[config.mk]
export PLATFORM = sky130hd
export DESIGN_NAME = pp_port
export DESIGN_NICKNAME = d
export VERILOG_FILES = /design/src/rtl/pp_port_pkg.sv /design/src/rtl/pp_sync.sv /design/src/rtl/pp_strobe_gen.sv /design/src/rtl/pp_edge_toggle.sv /design/src/rtl/pp_port.sv
export SDC_FILE = /design/constraint.sdc
export NUM_CORES = 1
export LEC_CHECK = 0
export CAP_MARGIN = 10
export CORE_UTILIZATION = 25
export CTS_CLUSTER_DIAMETER = 60
export CTS_CLUSTER_SIZE = 10
export DETAILED_ROUTE_END_ITERATION = 16
export HOLD_SLACK_MARGIN = 0.05
export PLACE_DENSITY = 0.55
export SETUP_SLACK_MARGIN = 0.3
export SLEW_MARGIN = 20
export SYNTH_ARGS = -nofsm -noshare
export SYNTH_HDL_FRONTEND = slang
export SYNTH_SLANG_ARGS = --single-unit
[constraint.sdc]
create_clock -name clk_i -period 1.35 [get_ports clk_i]
set_input_delay 0.27 -clock clk_i [delete_from_list [all_inputs] [get_ports clk_i]]
set_output_delay 0.27 -clock clk_i [all_outputs]
set_load 0.02 [all_outputs]
[src/rtl/pp_port_pkg.sv]
package pp_port_pkg;
  localparam int unsigned ADDR_W   = 2;
  localparam int unsigned BUS_W    = 16;
  localparam int unsigned BYTE_W   = 8;
  localparam int unsigned ZERO_W   = BUS_W - BYTE_W - 3;

  localparam logic [ADDR_W-1:0] ADDR_DATA = 2'd0;
  localparam logic [ADDR_W-1:0] ADDR_CTRL = 2'd1;

  localparam logic [BYTE_W-1:0] OPEN_BUS = 8'h80;
endpackage

[src/rtl/pp_sync.sv]
module pp_sync #(
  parameter int unsigned     W       = 1,
  parameter logic [W-1:0]    RST_VAL = '0
) (
  input  logic         clk_i,
  input  logic         rst_ni,
  input  logic [W-1:0] d_i,
  output logic [W-1:0] q_o
);
  logic [W-1:0] meta_q, sync_q;

  always_ff @(posedge clk_i or negedge rst_ni) begin
    if (!rst_ni) begin
      meta_q <= RST_VAL;
      sync_q <= RST_VAL;
    end else begin
      meta_q <= d_i;
      sync_q <= meta_q;
    end
  end

  assign q_o = sync_q;
endmodule

[src/rtl/pp_strobe_gen.sv]
module pp_strobe_gen #(
  parameter int unsigned PULSE_CYC = 8
) (
  input  logic clk_i,
  input  logic rst_ni,
  input  logic fire_i,
  output logic strobe_no
);
  localparam int unsigned CW = $clog2(PULSE_CYC + 1);
  localparam logic [CW-1:0] LOAD = CW'(PULSE_CYC);

  logic          fire_q;
  logic [CW-1:0] cnt_q;

  // one-cycle delay so data lines settle before strobe falls
  always_ff @(posedge clk_i or negedge rst_ni) begin
    if (!rst_ni) begin
      fire_q <= 1'b0;
      cnt_q  <= '0;
    end else begin
      fire_q <= fire_i;
      if (fire_q)             cnt_q <= LOAD;
      else if (cnt_q != '0)   cnt_q <= cnt_q - CW'(1);
    end
  end

  assign strobe_no = (cnt_q == '0);

  p_load_r3: assert property (@(posedge clk_i) disable iff (!rst_ni)
    fire_q |=> (cnt_q == LOAD));
  p_count_down_r3: assert property (@(posedge clk_i) disable iff (!rst_ni)
    (!fire_q && cnt_q != '0) |=> (cnt_q == $past(cnt_q) - CW'(1)));
  p_retrigger_r4: assert property (@(posedge clk_i) disable iff (!rst_ni)
    (fire_q && cnt_q != '0) |=> !strobe_no);
  p_bound_r3: assert property (@(posedge clk_i) disable iff (!rst_ni)
    cnt_q <= LOAD);
endmodule

[src/rtl/pp_edge_toggle.sv]
module pp_edge_toggle #(
  parameter logic RST_VAL = 1'b1
) (
  input  logic clk_i,
  input  logic rst_ni,
  input  logic level_i,
  output logic toggle_o
);
  logic prev_q, tog_q, rise;

  assign rise = level_i & ~prev_q;

  always_ff @(posedge clk_i or negedge rst_ni) begin
    if (!rst_ni) begin
      prev_q <= RST_VAL;
      tog_q  <= 1'b0;
    end else begin
      prev_q <= level_i;
      if (rise) tog_q <= ~tog_q;
    end
  end

  assign toggle_o = tog_q;

  p_flip_r9: assert property (@(posedge clk_i) disable iff (!rst_ni)
    rise |=> (toggle_o != $past(toggle_o)));
  p_hold_r9: assert property (@(posedge clk_i) disable iff (!rst_ni)
    !rise |=> $stable(toggle_o));
endmodule

[src/rtl/pp_port.sv]
module pp_port
  import pp_port_pkg::*;
#(
  parameter int unsigned PULSE_CYC = 8
) (
  input  logic              clk_i,
  input  logic              rst_ni,
  input  logic              sel_i,
  input  logic              wr_i,
  input  logic [ADDR_W-1:0] addr_i,
  input  logic [BUS_W-1:0]  wdata_i,
  output logic [BUS_W-1:0]  rdata_o,
  output logic [BYTE_W-1:0] pdata_o,
  output logic              strobe_no,
  output logic [BYTE_W-1:0] ctrl_o,
  input  logic              ack_ni,
  input  logic              busy_i,
  input  logic              paper_out_i,
  input  logic              sel_err_i,
  input  logic              batt_bad_i,
  output logic              ack_tog_o,
  output logic              busy_n_o
);
  logic we_data, we_ctrl, rd_stat;
  logic [BYTE_W-1:0] pdata_q, ctrl_q;
  logic ack_s, busy_s;

  assign we_data = sel_i & wr_i  & (addr_i == ADDR_DATA);
  assign we_ctrl = sel_i & wr_i  & (addr_i == ADDR_CTRL);
  assign rd_stat = sel_i & ~wr_i & (addr_i == ADDR_CTRL);

  always_ff @(posedge clk_i or negedge rst_ni) begin
    if (!rst_ni) begin
      pdata_q <= '0;
      ctrl_q  <= '0;
    end else begin
      if (we_data) pdata_q <= wdata_i[BYTE_W-1:0];
      if (we_ctrl) ctrl_q  <= wdata_i[BUS_W-1:BYTE_W];
    end
  end

  assign pdata_o = pdata_q;
  assign ctrl_o  = ctrl_q;

  always_comb begin
    if (rd_stat)
      rdata_o = {batt_bad_i, {ZERO_W{1'b0}}, sel_err_i, paper_out_i, OPEN_BUS};
    else
      rdata_o = {{BYTE_W{1'b0}}, OPEN_BUS};
  end

  pp_strobe_gen #(.PULSE_CYC(PULSE_CYC)) u_strobe (
    .clk_i    (clk_i),
    .rst_ni   (rst_ni),
    .fire_i   (we_data),
    .strobe_no(strobe_no)
  );

  // ack idles high: reset to 1 so release of reset makes no edge
  pp_sync #(.W(1), .RST_VAL(1'b1)) u_ack_sync (
    .clk_i (clk_i),
    .rst_ni(rst_ni),
    .d_i   (ack_ni),
    .q_o   (ack_s)
  );

  pp_sync #(.W(1), .RST_VAL(1'b0)) u_busy_sync (
    .clk_i (clk_i),
    .rst_ni(rst_ni),
    .d_i   (busy_i),
    .q_o   (busy_s)
  );

  assign busy_n_o = ~busy_s;

  pp_edge_toggle #(.RST_VAL(1'b1)) u_ack_tog (
    .clk_i   (clk_i),
    .rst_ni  (rst_ni),
    .level_i (ack_s),
    .toggle_o(ack_tog_o)
  );

  p_data_load_r2: assert property (@(posedge clk_i) disable iff (!rst_ni)
    we_data |=> (pdata_o == $past(wdata_i[BYTE_W-1:0])));
  p_data_hold_r6: assert property (@(posedge clk_i) disable iff (!rst_ni)
    !we_data |=> $stable(pdata_o));
  p_ctrl_load_r5: assert property (@(posedge clk_i) disable iff (!rst_ni)
    we_ctrl |=> (ctrl_o == $past(wdata_i[BUS_W-1:BYTE_W])));
  p_ctrl_hold_r6: assert property (@(posedge clk_i) disable iff (!rst_ni)
    !we_ctrl |=> $stable(ctrl_o));
  p_strobe_after_r3: assert property (@(posedge clk_i) disable iff (!rst_ni)
    we_data |=> ##1 !strobe_no);
endmodule

# After elaboration in Yosys (flattened, before gate mapping)

Index checks and enable logic that the tools add are counted.

Flip-flop bits (word level): 27
Input port bits: 27
Output and inout bits: 35

Add/subtract/negate cells: 1
Equality and inequality tests: 1
Mux-type cells: 3
Bitwise gates (word level): 10
Reduce and logical (&&, ||, !) cells: 4

Operators by type and width:

| operator                                                            | count |
|---|---|
| 16-bit 2-to-1 mux                                                   | 1 |
| 4-bit 2-to-1 mux                                                    | 2 |
| 1-bit AND                                                           | 6 |
| 4-bit zero test                                                     | 1 |
| 1-bit NOT                                                           | 4 |
| 4-bit nonzero test                                                  | 1 |
| 4-bit by 1-bit subtractor with 4-bit output (second input constant) | 1 |
| 2-bit by 1-bit == test with 1-bit output (second input constant)    | 1 |
| 2-bit zero test                                                     | 1 |
| 2-bit nonzero test                                                  | 1 |

# Logic depth before layout (Yosys ltp)

Gate-level depths: netlist of the first run.

Depth after elaboration: 4
Depth in mapped cells: 5
Gate-level depth less buffers: 5

# By module

From an unflattened synthesis of the first run, not the netlist that was laid out.

Cell total of the unflattened synthesis: 85
Area total of the unflattened synthesis: 1217.4 um^2

By module, submodules not included:

| module                | instances | cells each | area an instance (um^2) | seq. area each (um^2) |
|---|---|---|---|---|
| pp_port               | 1         | 55         | 789.5                   | 400.4 |
| pp_strobe_gen         | 1         | 22         | 244.0                   | 125.1 |
| pp_edge_toggle        | 1         | 4          | 81.3                    | 51.3 |
| pp_sync (u_ack_sync)  | 1         | 2          | 52.6                    | 52.6 |
| pp_sync (u_busy_sync) | 1         | 2          | 50.0                    | 50.0 |

# Worst setup path after synthesis of the first run

Ideal clock, no wire load.

Path kind: reg-to-reg
Start: reg u_strobe.cnt_q[0]
End: reg u_strobe.cnt_q[1]
Data arrival time: 1301 ps
Required time: 1229 ps
Setup slack: -72 ps
Cell stages (with the launch flop): 6
Path through: dfrtp_1 inv_1 ha_1 nor3b_2 or2_2 a21oi_1

Longest elaborated chain between the ends: 3
Elaborated cells on any way between the ends: 5

Ends and longest elaborated chain:

| element                                     | RTL line            | source |
|---|---|---|
| start, declared                             | pp_strobe_gen.sv:13 | `logic [CW-1:0] cnt_q;` |
| start signal, assigned                      | pp_strobe_gen.sv:23 | `else if (cnt_q != '0) cnt_q <= cnt_q - CW'(1);` |
| 4-bit by 1-bit subtractor with 4-bit output | pp_strobe_gen.sv:23 |  |
| 4-bit 2-to-1 mux                            | pp_strobe_gen.sv:23 |  |
| 4-bit 2-to-1 mux                            | pp_strobe_gen.sv:22 | `if (fire_q) cnt_q <= LOAD;` |

Parallel ways exist; a longest one is shown, timed or not. The select of a mux whose other input is x is not followed.
A chain may end at the register's enable or synchronous reset.

# Final worst setup path of the first run

Start: reg u_strobe.cnt_q[1]
End: out strobe_no

Longest elaborated chain between the ends: 1

Ends and longest elaborated chain:

| element         | RTL line            | source |
|---|---|---|
| 4-bit zero test | pp_strobe_gen.sv:27 | `assign strobe_no = (cnt_q == '0);` |
| end, declared   | pp_port.sv:14       | `output logic strobe_no,` |

No other way between the ends.

==> flow_metrics.py, run 1 <==
metrics = {
    "outcome": {
        "status": "finished, violations left",
        "violations": "negative setup slack",
    },
    "floorplanning": {
        "pin_count": 62,
        "initial_utilization": 0.265,
        "die_y_um": 70.4,
        "row_count": 24,
        "die_x_um": 70.4,
        "coreArea_sq_mm": 0.00441,
        "dieArea_sq_mm": 0.00496,
    },
    "worst_setup_path": {
        "cp_max_fo": 2,
        "worstSetupStartpoint": "u_strobe.cnt_q[1]$_DFFE_PN0P_",
        "crit_slowest_cell": "dfrtp_1",
        "crit_arrival_ns": 1.22,
        "crit_chain": "inv_2 -> ha_4 -> nor3b_4 -> buf_6",
        "end_kind": "primary output",
        "r2r-start": "u_strobe.cnt_q[1]$_DFFE_PN0P_",
        "cp.buffers_inverters": 2,
        "cp_top_family": "flip-flops",
        "crit_required_ns": 1.08,
        "critPathLaunchType": "register",
        "crit_path_max_incr_delay_ns": 0.40,
        "crit_type": "reg2out",
    },
    "global_route": {
        "grt_usage": 0.104,
        "grt_max_degree": 28,
        "first_global_vias": 958,
        "grt_pass1_wl_um": 4110,
        "gr-total-overflow": 0,
        "grt_antenna_before_repair": 0,
    },
    "placement": {
        "dp_hpwl_um": 1750,
        "gp_routability_congestion": 0.674,
        "io_buffers": 48,
        "place_inst": 196,
    },
    "clock_tree": {
        "cts_made_buffers": 3,
        "cts_tree": "built",
        "htreeDepth": 1,
        "ctsRootBufferMaster": "clkbuf_8",
        "clock_path_buffers": 2,
        "clock_latency_ns": 0.26,
        "cts_num_sinks": 27,
        "clkTransAtPathRegs_ns": 0.09,
    },
    "power_and_ir_drop": {
        "p_per_area_mw_per_mm2": 1550,
        "peakVddDrop_mv": 0.601,
        "intPower_mw": 2.25,
        "seqPwrFrac": 0.352,
        "net-switching-power_mw": 1.03,
        "p_leak_nw": 0.997,
        "combPwrFrac": 0.514,
        "sw_frac_of_total": 0.314,
        "power_mw": 3.28,
        "pwr-share-clk": 0.135,
    },
    "drt": {
        "first_pass_iters": 4,
        "ant_nets": 0,
        "routedWlPerCell_um": 11.4,
        "drc": 0,
        "dr.first_iter.drc_count": 12,
        "vias": 879,
        "routed_wl_um": 2460,
        "viasPerCell": 4.09,
    },
    "sta": {
        "max_freq_mhz": 670,
        "finClkSkew_ns": 0.00105,
        "setup_ws_ns": -0.143,
        "grt_setup_unrepaired": "yes",
        "drv_slew": 0,
        "finalHoldViolCount": 0,
        "fin_hold_ws_ns": 0.359,
        "setup_viol": 3,
        "min_period_ns": 1.49,
        "fin_crit_sh": 1.11,
    },
    "synth": {
        "yosys_warnings": 0,
        "netlist_instances": 86,
        "synth-compound-area-share": 0.0160,
        "syn_avg_cell_area_sq_um": 13.6,
        "ys_ff_latch": 27,
        "ys_seq_area_frac": 0.581,
        "synth_top_family_by_area": "multiplexers",
        "synth_area_sq_mm": 0.00117,
        "synth-simple-area-share": 0.113,
        "synth.distinct_cells": 22,
        "muxShareOfSynthArea": 0.154,
        "synth_xor_area_frac": 0.0150,
        "synth_fa_ha_area_frac": 0.0214,
    },
    "final_layout": {
        "layoutNonFillerInstCount": 215,
        "area_growth_pct": 81.0,
        "nNetsFinal": 193,
        "diodes": 0,
        "drive_gt1_frac": 0.564,
    },
    "worst_hold_path": {
        "hold_class": "in2async",
    },
    "job": {
        "max_cap_viol_count": 0,
    },
}
placed cells by master (no fill, tap or decap), types with 2 or more instances in the layout:
cell and n:
a21oi_2 2, and2_4 3, buf_12 2, buf_2 2
buf_4 16, buf_6 32, clkbuf_8 3, clkdlybuf4s50_1 19
conb_1 13, dfrtp_1 24, dfstp_2 3, dlygate4sd2_1 3
ha_4 2, inv_2 2, mux2_2 8, mux2_4 8
nand2b_1 2, nor2_1 2
flip-flops by register name, summed over array words and instances, names as in the netlist:
| signal | flops |
|---|---|
| ctrl_o | 8 |
| pdata_o | 8 |
| u_ack_sync.meta_q | 1 |
| u_ack_sync.q_o | 1 |
| u_ack_tog.prev_q | 1 |
| u_ack_tog.toggle_o | 1 |
| u_busy_sync.meta_q | 1 |
| u_busy_sync.q_o | 1 |
| u_strobe.cnt_q | 4 |
| u_strobe.fire_q | 1 |
power groups by stage:
| stage | clock, mW | sequential [mW] | combinational, mW |
|---|---|---|---|
| global placement | 0 | 1.14 | 1.25 |
| floorplan | 0 | 1.29 | 0.550 |
| global route | 0.496 | 1.18 | 1.81 |
| finish | 0.442 | 1.16 | 1.69 |
| detailed placement | 0 | 1.14 | 1.29 |
| CTS | 0.461 | 1.15 | 1.59 |
stage by stage:
stage	util	instance area [sq um]	TNS, ns	setup slack (ns)
3_3_place_gp	0.418	1850	-7.73	-0.632
6_report	0.480	2120	-0.266	-0.143
5_1_grt	0.480	2120	-0.475	-0.198
4_1_cts	0.472	2080	-0.251	-0.143
3_5_place_dp	0.418	1850	-8.14	-0.646
2_1_floorplan	-	1280	0	0.0759
cells by family after synthesis:
| kind of cell | count (synthesis) |
|---|---|
| DFF | 27 |
| buffers and inverters | 16 |
| adders and majority gates | 2 |
| AOI/OAI and AO/OA | 3 |
| other | 2 |
| muxes | 16 |
| xor gates and xnor gates | 2 |
| and+or+nand+nor | 18 |
per-layer routing:
metal | vias up | part of all wire | GRT usage
met4 | 0 | 0.0057 | 0.0333
met1 | 413 | 0.41 | 0.121
met5 | - | 0 | 0
met3 | 2 | 0.089 | 0.0317
met2 | 48 | 0.50 | 0.183
li1 | 416 | - | -
repair_timing:
item | CTS | global route
hold endpoints to repair | 0 | 0
cloned | 1 | 0
setup buffers | 11 | 3
endpoints found under the setup margin | 43 | 34
pin swaps | 12 | 7
hold buffers | 0 | 0
gates resized for setup | 168 | 3
synthesized netlist by cell type:
cell	n	area [sq um]
a211o_1	1	8.76
ha_1	2	25.0
conb_1	2	7.51
xnor2_1	2	17.5
or3_1	1	6.26
nor2b_1	2	12.5
nor2_1	2	7.51
nand4b_2	1	15.0
mux2_2	16	180
dfrtp_1	24	601
dfstp_2	3	78.8
and4bb_2	1	12.5
buf_4	13	97.6
nand2_1	2	7.51
nor3_1	1	5.00
and2_1	3	18.8
or2_2	1	6.26
a21oi_1	2	10.0
inv_1	3	11.3
nor3_4	1	16.3
nor3b_2	1	12.5
nand2b_1	2	12.5
cell type report:
cell class / instances / area (sq um)
clock buffers: 4 / 45.0
fillers: 381 / 2300
inverters: 3 / 11.3
multi-input cells: 54 / 542
flip-flops and latches: 27 / 679
well taps: 52 / 65.1
repair buffers: 75 / 774
final timing paths:
check	slack (ns)	end	depth (start not counted)
worst min register to register	0.36	u_ack_sync.q_o$_DFF_PN1_	0
worst min-delay path	0.36	pdata_o[4]$_DFFE_PN0P_	2
max in group asynchronous	0.75	u_ack_sync.meta_q$_DFF_PN1_	2
min in group clk_i	0.36	u_ack_sync.q_o$_DFF_PN1_	0
worst max register to register	-0.07	u_strobe.cnt_q[3]$_DFFE_PN0P_	4
worst max-delay path	-0.14	strobe_no	4
(Power assumes the default switching activity.)
==> inputs of run 2 (changes only) <==
Settings changed: CELL_PAD_IN_SITES_DETAIL_PLACEMENT from default to 0, CELL_PAD_IN_SITES_GLOBAL_PLACEMENT from default to 2, CORE_UTILIZATION 25 to 23, PLACE_DENSITY 0.55 to 0.77.
==> flow_metrics.py, run 2 (synthesis results as in run 1) <==
metrics = {
    "floorplanning": {
        "die_y_um": 73.3,
        "row_count": 25,
        "pin_count": 62,
        "coreArea_sq_mm": 0.00482,
        "die_x_um": 73.3,
        "dieArea_sq_mm": 0.00538,
        "initial_utilization": 0.243,
    },
    "global_route": {
        "grt_antenna_before_repair": 0,
        "gr-total-overflow": 0,
        "grt_usage": 0.102,
        "first_global_vias": 939,
        "grt_max_degree": 28,
        "grt_pass1_wl_um": 4190,
    },
    "sta": {
        "fin_crit_sh": 1.11,
        "finClkSkew_ns": 0.00537,
        "grt_setup_unrepaired": "yes",
        "finalHoldViolCount": 0,
        "fin_hold_ws_ns": 0.343,
        "max_freq_mhz": 667,
        "min_period_ns": 1.50,
        "setup_ws_ns": -0.149,
        "setup_viol": 2,
        "drv_slew": 0,
    },
    "final_layout": {
        "layoutNonFillerInstCount": 233,
        "diodes": 0,
        "area_growth_pct": 87.2,
        "nNetsFinal": 196,
        "final_cell_mix": "32 x buf_6, 24 x dfrtp_1, 19 x clkdlybuf4s50_1, 19 x buf_4, 16 x mux2_4",
        "drive_gt1_frac": 0.578,
        "final_common_cell": "buf_6",
        "post-route-util": 0.455,
        "design_area_sq_mm": 0.00219,
    },
    "worst_setup_path": {
        "crit_slowest_cell": "dfrtp_1",
        "path_depth": 4,
        "reg2reg_slack_ns": -0.04,
        "r2r-start": "u_strobe.cnt_q[0]$_DFFE_PN0P_",
        "cp_max_fo": 2,
        "cp.buffers_inverters": 2,
        "worstSetupStartpoint": "u_strobe.cnt_q[0]$_DFFE_PN0P_",
        "cp_top_family": "flip-flops",
        "crit_required_ns": 1.08,
        "crit_type": "reg2out",
        "crit_path_max_incr_delay_ns": 0.40,
        "r2r_cells": 7,
        "end_kind": "primary output",
        "r2r_end": "u_strobe.cnt_q[1]$_DFFE_PN0P_",
        "crit_chain": "inv_2 -> ha_4 -> nor3b_4 -> buf_6",
        "critPathLaunchType": "register",
        "critPathCapture": "strobe_no",
        "crit_arrival_ns": 1.23,
    },
    "clock_tree": {
        "cts_made_buffers": 3,
        "clkTransAtPathRegs_ns": 0.09,
        "clock_path_buffers": 2,
        "ctsRootBufferMaster": "clkbuf_8",
        "cts_tree": "built",
        "cts_num_sinks": 27,
        "clock_latency_ns": 0.27,
        "htreeDepth": 1,
    },
    "drt": {
        "routedWlPerCell_um": 11.0,
        "dr.first_iter.drc_count": 8,
        "ant_nets": 0,
        "first_pass_iters": 2,
        "vias": 898,
        "routed_wl_um": 2560,
        "drc": 0,
        "viasPerCell": 3.85,
    },
    "placement": {
        "gp_routability_congestion": 0.637,
        "place_area_sq_mm": 0.00186,
        "place_inst": 211,
        "dp_hpwl_um": 1770,
        "io_buffers": 48,
    },
    "outcome": {
        "status": "finished, violations left",
        "violations": "negative setup slack",
    },
    "power_and_ir_drop": {
        "peakVddDrop_mv": 0.556,
        "p_leak_nw": 1.05,
        "p_per_area_mw_per_mm2": 1500,
    },
    "job": {
        "max_cap_viol_count": 0,
    },
    "worst_hold_path": {
        "hold_class": "in2async",
    },
}
-- run 2: changes by cell type in the layout (fill, tap and decap cells not counted) --
| cell | delta |
|---|---|
| mux2_4 | +8 |
| mux2_2 | -8 |
| clkbuf_1 | -1 |
| clkinv_2 | +1 |
| buf_4 | +3 |
-- run 2: cell type report --
| class | instances | area (sq um) |
|---|---|---|
| Fill cell | 454 | 2630 |
| Timing Repair Buffer | 78 | 797 |
| Sequential cell | 27 | 679 |
| Multi-Input combinational cell | 54 | 572 |
| Tap cell | 67 | 83.8 |
| Clock buffer | 3 | 41.3 |
| Inverter | 3 | 11.3 |
| Clock inverter | 1 | 5.00 |
-- run 2: repair_timing --
item / CTS / global route
pin swaps: 10 / 5
endpoints found under the setup margin: 43 / 34
setup buffers: 9 / 8
gates resized for setup: 169 / 9
hold buffers: 0 / 0
hold endpoints to repair: 0 / 0
cloned: 1 / 0
-- run 2: worst min-delay path by stage --
stage                                          endpoint  slack (ns)  depth (start not counted)
final                     u_strobe.cnt_q[3]$_DFFE_PN0P_        0.34                          2
after global routing      u_strobe.cnt_q[3]$_DFFE_PN0P_        0.35                          2
after CTS                 u_strobe.cnt_q[3]$_DFFE_PN0P_        0.34                          2
after detailed placement      u_busy_sync.q_o$_DFF_PN0_        0.34                          0
after global placement        u_busy_sync.q_o$_DFF_PN0_        0.34                          0
after floorplan                   ctrl_o[0]$_DFFE_PN0P_       -0.03                          0
-- run 2: per-stage QoR --
stage	power (mW)	setup WS, ns	setup TNS (ns)
final	3.28	-0.149	-0.191
after global routing	3.49	-0.228	-0.364
after CTS	3.20	-0.148	-0.186
after detailed placement	2.42	-0.665	-8.23
after global placement	2.37	-0.621	-7.69
after floorplan	1.84	0.0759	0
-- run 2: metal layers --
| layer | global-route usage | vias up | part of all wire |
|---|---|---|---|
| li1 | - | 418 | - |
| met1 | 0.121 | 435 | 0.41 |
| met2 | 0.181 | 42 | 0.52 |
| met3 | 0.0302 | 3 | 0.063 |
| met4 | 0.0256 | 0 | 0.0086 |
| met5 | 0 | - | 0 |
-- run 2: power breakdown --
group          internal [mW]  switching (mW)
sequential              1.01           0.147
combinational           1.03           0.641
clock                  0.207           0.250
==> inputs of run 3 (changes only) <==
Settings changed: CORE_MARGIN from default to 2.
==> flow_metrics.py, run 3 (synthesis results as in run 1) <==
metrics = {
    "clock_tree": {
        "cts_made_buffers": 3,
        "htreeDepth": 1,
        "cts_num_sinks": 27,
        "cts_tree": "built",
        "clock_latency_ns": 0.27,
        "cts_hold_buffers": 0,
        "ctsRootBufferMaster": "clkbuf_8",
        "clkTransAtPathRegs_ns": 0.10,
        "clock_path_buffers": 2,
    },
    "sta": {
        "setup_ws_ns": -0.129,
        "drv_slew": 0,
        "max_freq_mhz": 676,
        "grt_setup_unrepaired": "yes",
        "fin_crit_sh": 1.10,
        "setup_tns_ns": -0.222,
        "setup_viol": 3,
        "finalHoldViolCount": 0,
        "min_period_ns": 1.48,
        "finClkSkew_ns": 0.00640,
    },
    "placement": {
        "gp_routability_congestion": 0.632,
        "dp_hpwl_um": 1840,
        "place_area_sq_mm": 0.00186,
        "pre_cts_ws_ns": -0.667,
        "io_buffers": 48,
        "place_inst": 210,
    },
    "final_layout": {
        "drive_gt1_frac": 0.565,
        "design_area_sq_mm": 0.00212,
        "nNetsFinal": 191,
        "layoutNonFillerInstCount": 228,
        "area_growth_pct": 81.6,
        "diodes": 0,
        "final_common_cell": "buf_6",
        "nFillCells": 471,
        "multi_input_area_sq_um": 542,
        "final_cell_mix": "32 x buf_6, 24 x dfrtp_1, 19 x clkdlybuf4s50_1",
        "regArea_sq_um": 679,
    },
    "global_route": {
        "gr-total-overflow": 0,
        "met2_usage": 0.169,
        "grtUsageMet1": 0.117,
        "grt_usage": 0.0956,
        "grt_pass1_wl_um": 4140,
        "use_met3": 0.0238,
        "top_usage_layer": "met2",
        "grt_antenna_before_repair": 0,
        "first_global_vias": 927,
        "grt_max_degree": 28,
    },
    "drt": {
        "viasPerCell": 3.86,
        "first_pass_iters": 4,
        "dr.first_iter.drc_count": 25,
        "ant_nets": 0,
        "drc": 0,
        "routed_wl_um": 2610,
        "vias": 881,
        "routedWlPerCell_um": 11.4,
    },
    "worst_setup_path": {
        "cp_max_fo": 2,
        "end_kind": "primary output",
        "crit_type": "reg2out",
        "critPathLaunchType": "register",
        "crit_arrival_ns": 1.21,
        "reg2reg_slack_ns": -0.07,
        "crit_required_ns": 1.08,
    },
    "worst_hold_path": {
        "hold_class": "in2async",
    },
    "floorplanning": {
        "dieArea_sq_mm": 0.00567,
        "coreArea_sq_mm": 0.00482,
        "die_y_um": 75.3,
        "initial_utilization": 0.243,
        "die_x_um": 75.3,
        "pin_count": 62,
        "row_count": 25,
    },
    "power_and_ir_drop": {
        "p_per_area_mw_per_mm2": 1520,
        "peakVddDrop_mv": 0.571,
        "p_leak_nw": 0.990,
    },
    "outcome": {
        "status": "finished, violations left",
        "violations": "negative setup slack",
    },
    "job": {
        "max_cap_viol_count": 0,
    },
}
run 3: cell types whose count changed in the layout (fill, tap and decap cells not counted), sizes merged:
cell,change
buf,-6
clkbuf,+1
run 3: final timing paths:
kind                                               start                        endpoint  cells past startpoint
max                        u_strobe.cnt_q[1]$_DFFE_PN0P_                       strobe_no                      4
min                                               rst_ni  u_ack_tog.toggle_o$_DFFE_PN0P_                      2
max reg2reg                u_strobe.cnt_q[1]$_DFFE_PN0P_   u_strobe.cnt_q[3]$_DFFE_PN0P_                      4
min reg2reg                 u_busy_sync.meta_q$_DFF_PN0_       u_busy_sync.q_o$_DFF_PN0_                      0
max in group asynchronous                         rst_ni     u_ack_sync.meta_q$_DFF_PN1_                      2
min in group clk_i          u_busy_sync.meta_q$_DFF_PN0_       u_busy_sync.q_o$_DFF_PN0_                      0
run 3: critical path, cell delays in order, from the launching register on:
cell and delay (ns):
dfrtp_1 0.40, inv_2 0.08, ha_4 0.12, nor3b_4 0.20, buf_6 0.14
run 3: stage by stage:
step | power, mW | hold WS (ns) | util
2_1_floorplan | 1.84 | -0.0256 | -
3_5_place_dp | 2.40 | 0.336 | 0.385
6_report | 3.22 | 0.355 | 0.441
3_3_place_gp | 2.35 | 0.338 | 0.385
5_1_grt | 3.44 | 0.357 | 0.441
4_1_cts | 3.19 | 0.353 | 0.431
run 3: where the power goes:
part           total [mW]  internal [mW]  switching (mW)
registers            1.15           1.01           0.141
logic                1.62          0.981           0.638
clock network       0.458          0.207           0.251
total                3.22           2.19            1.03
run 3: what timing repair did:
| action | 4_1_cts | 5_1_grt |
|---|---|---|
| setup buffers | 9 | 4 |
| gates resized for setup | 166 | 5 |
| gates cloned | 1 | 0 |
| setup endpoints to repair | 43 | 39 |
| pin swaps | 10 | 3 |
run 3: area by class of cell:
cell class | instances | share of cell area
sequential | 27 | 0.320
multi-input combinational | 54 | 0.255
clock inverter | 1 | 0.00236
timing repair buffer | 73 | 0.359
tap | 67 | 0.0395
inverter | 3 | 0.00530
clock buffer | 3 | 0.0194
run 3: routing by layer:
layer | vias up | wire length, um
met5 | - | 0
met4 | 0 | 0
met3 | 0 | 146
met2 | 36 | 1450
met1 | 438 | 1010
li1 | 407 | -
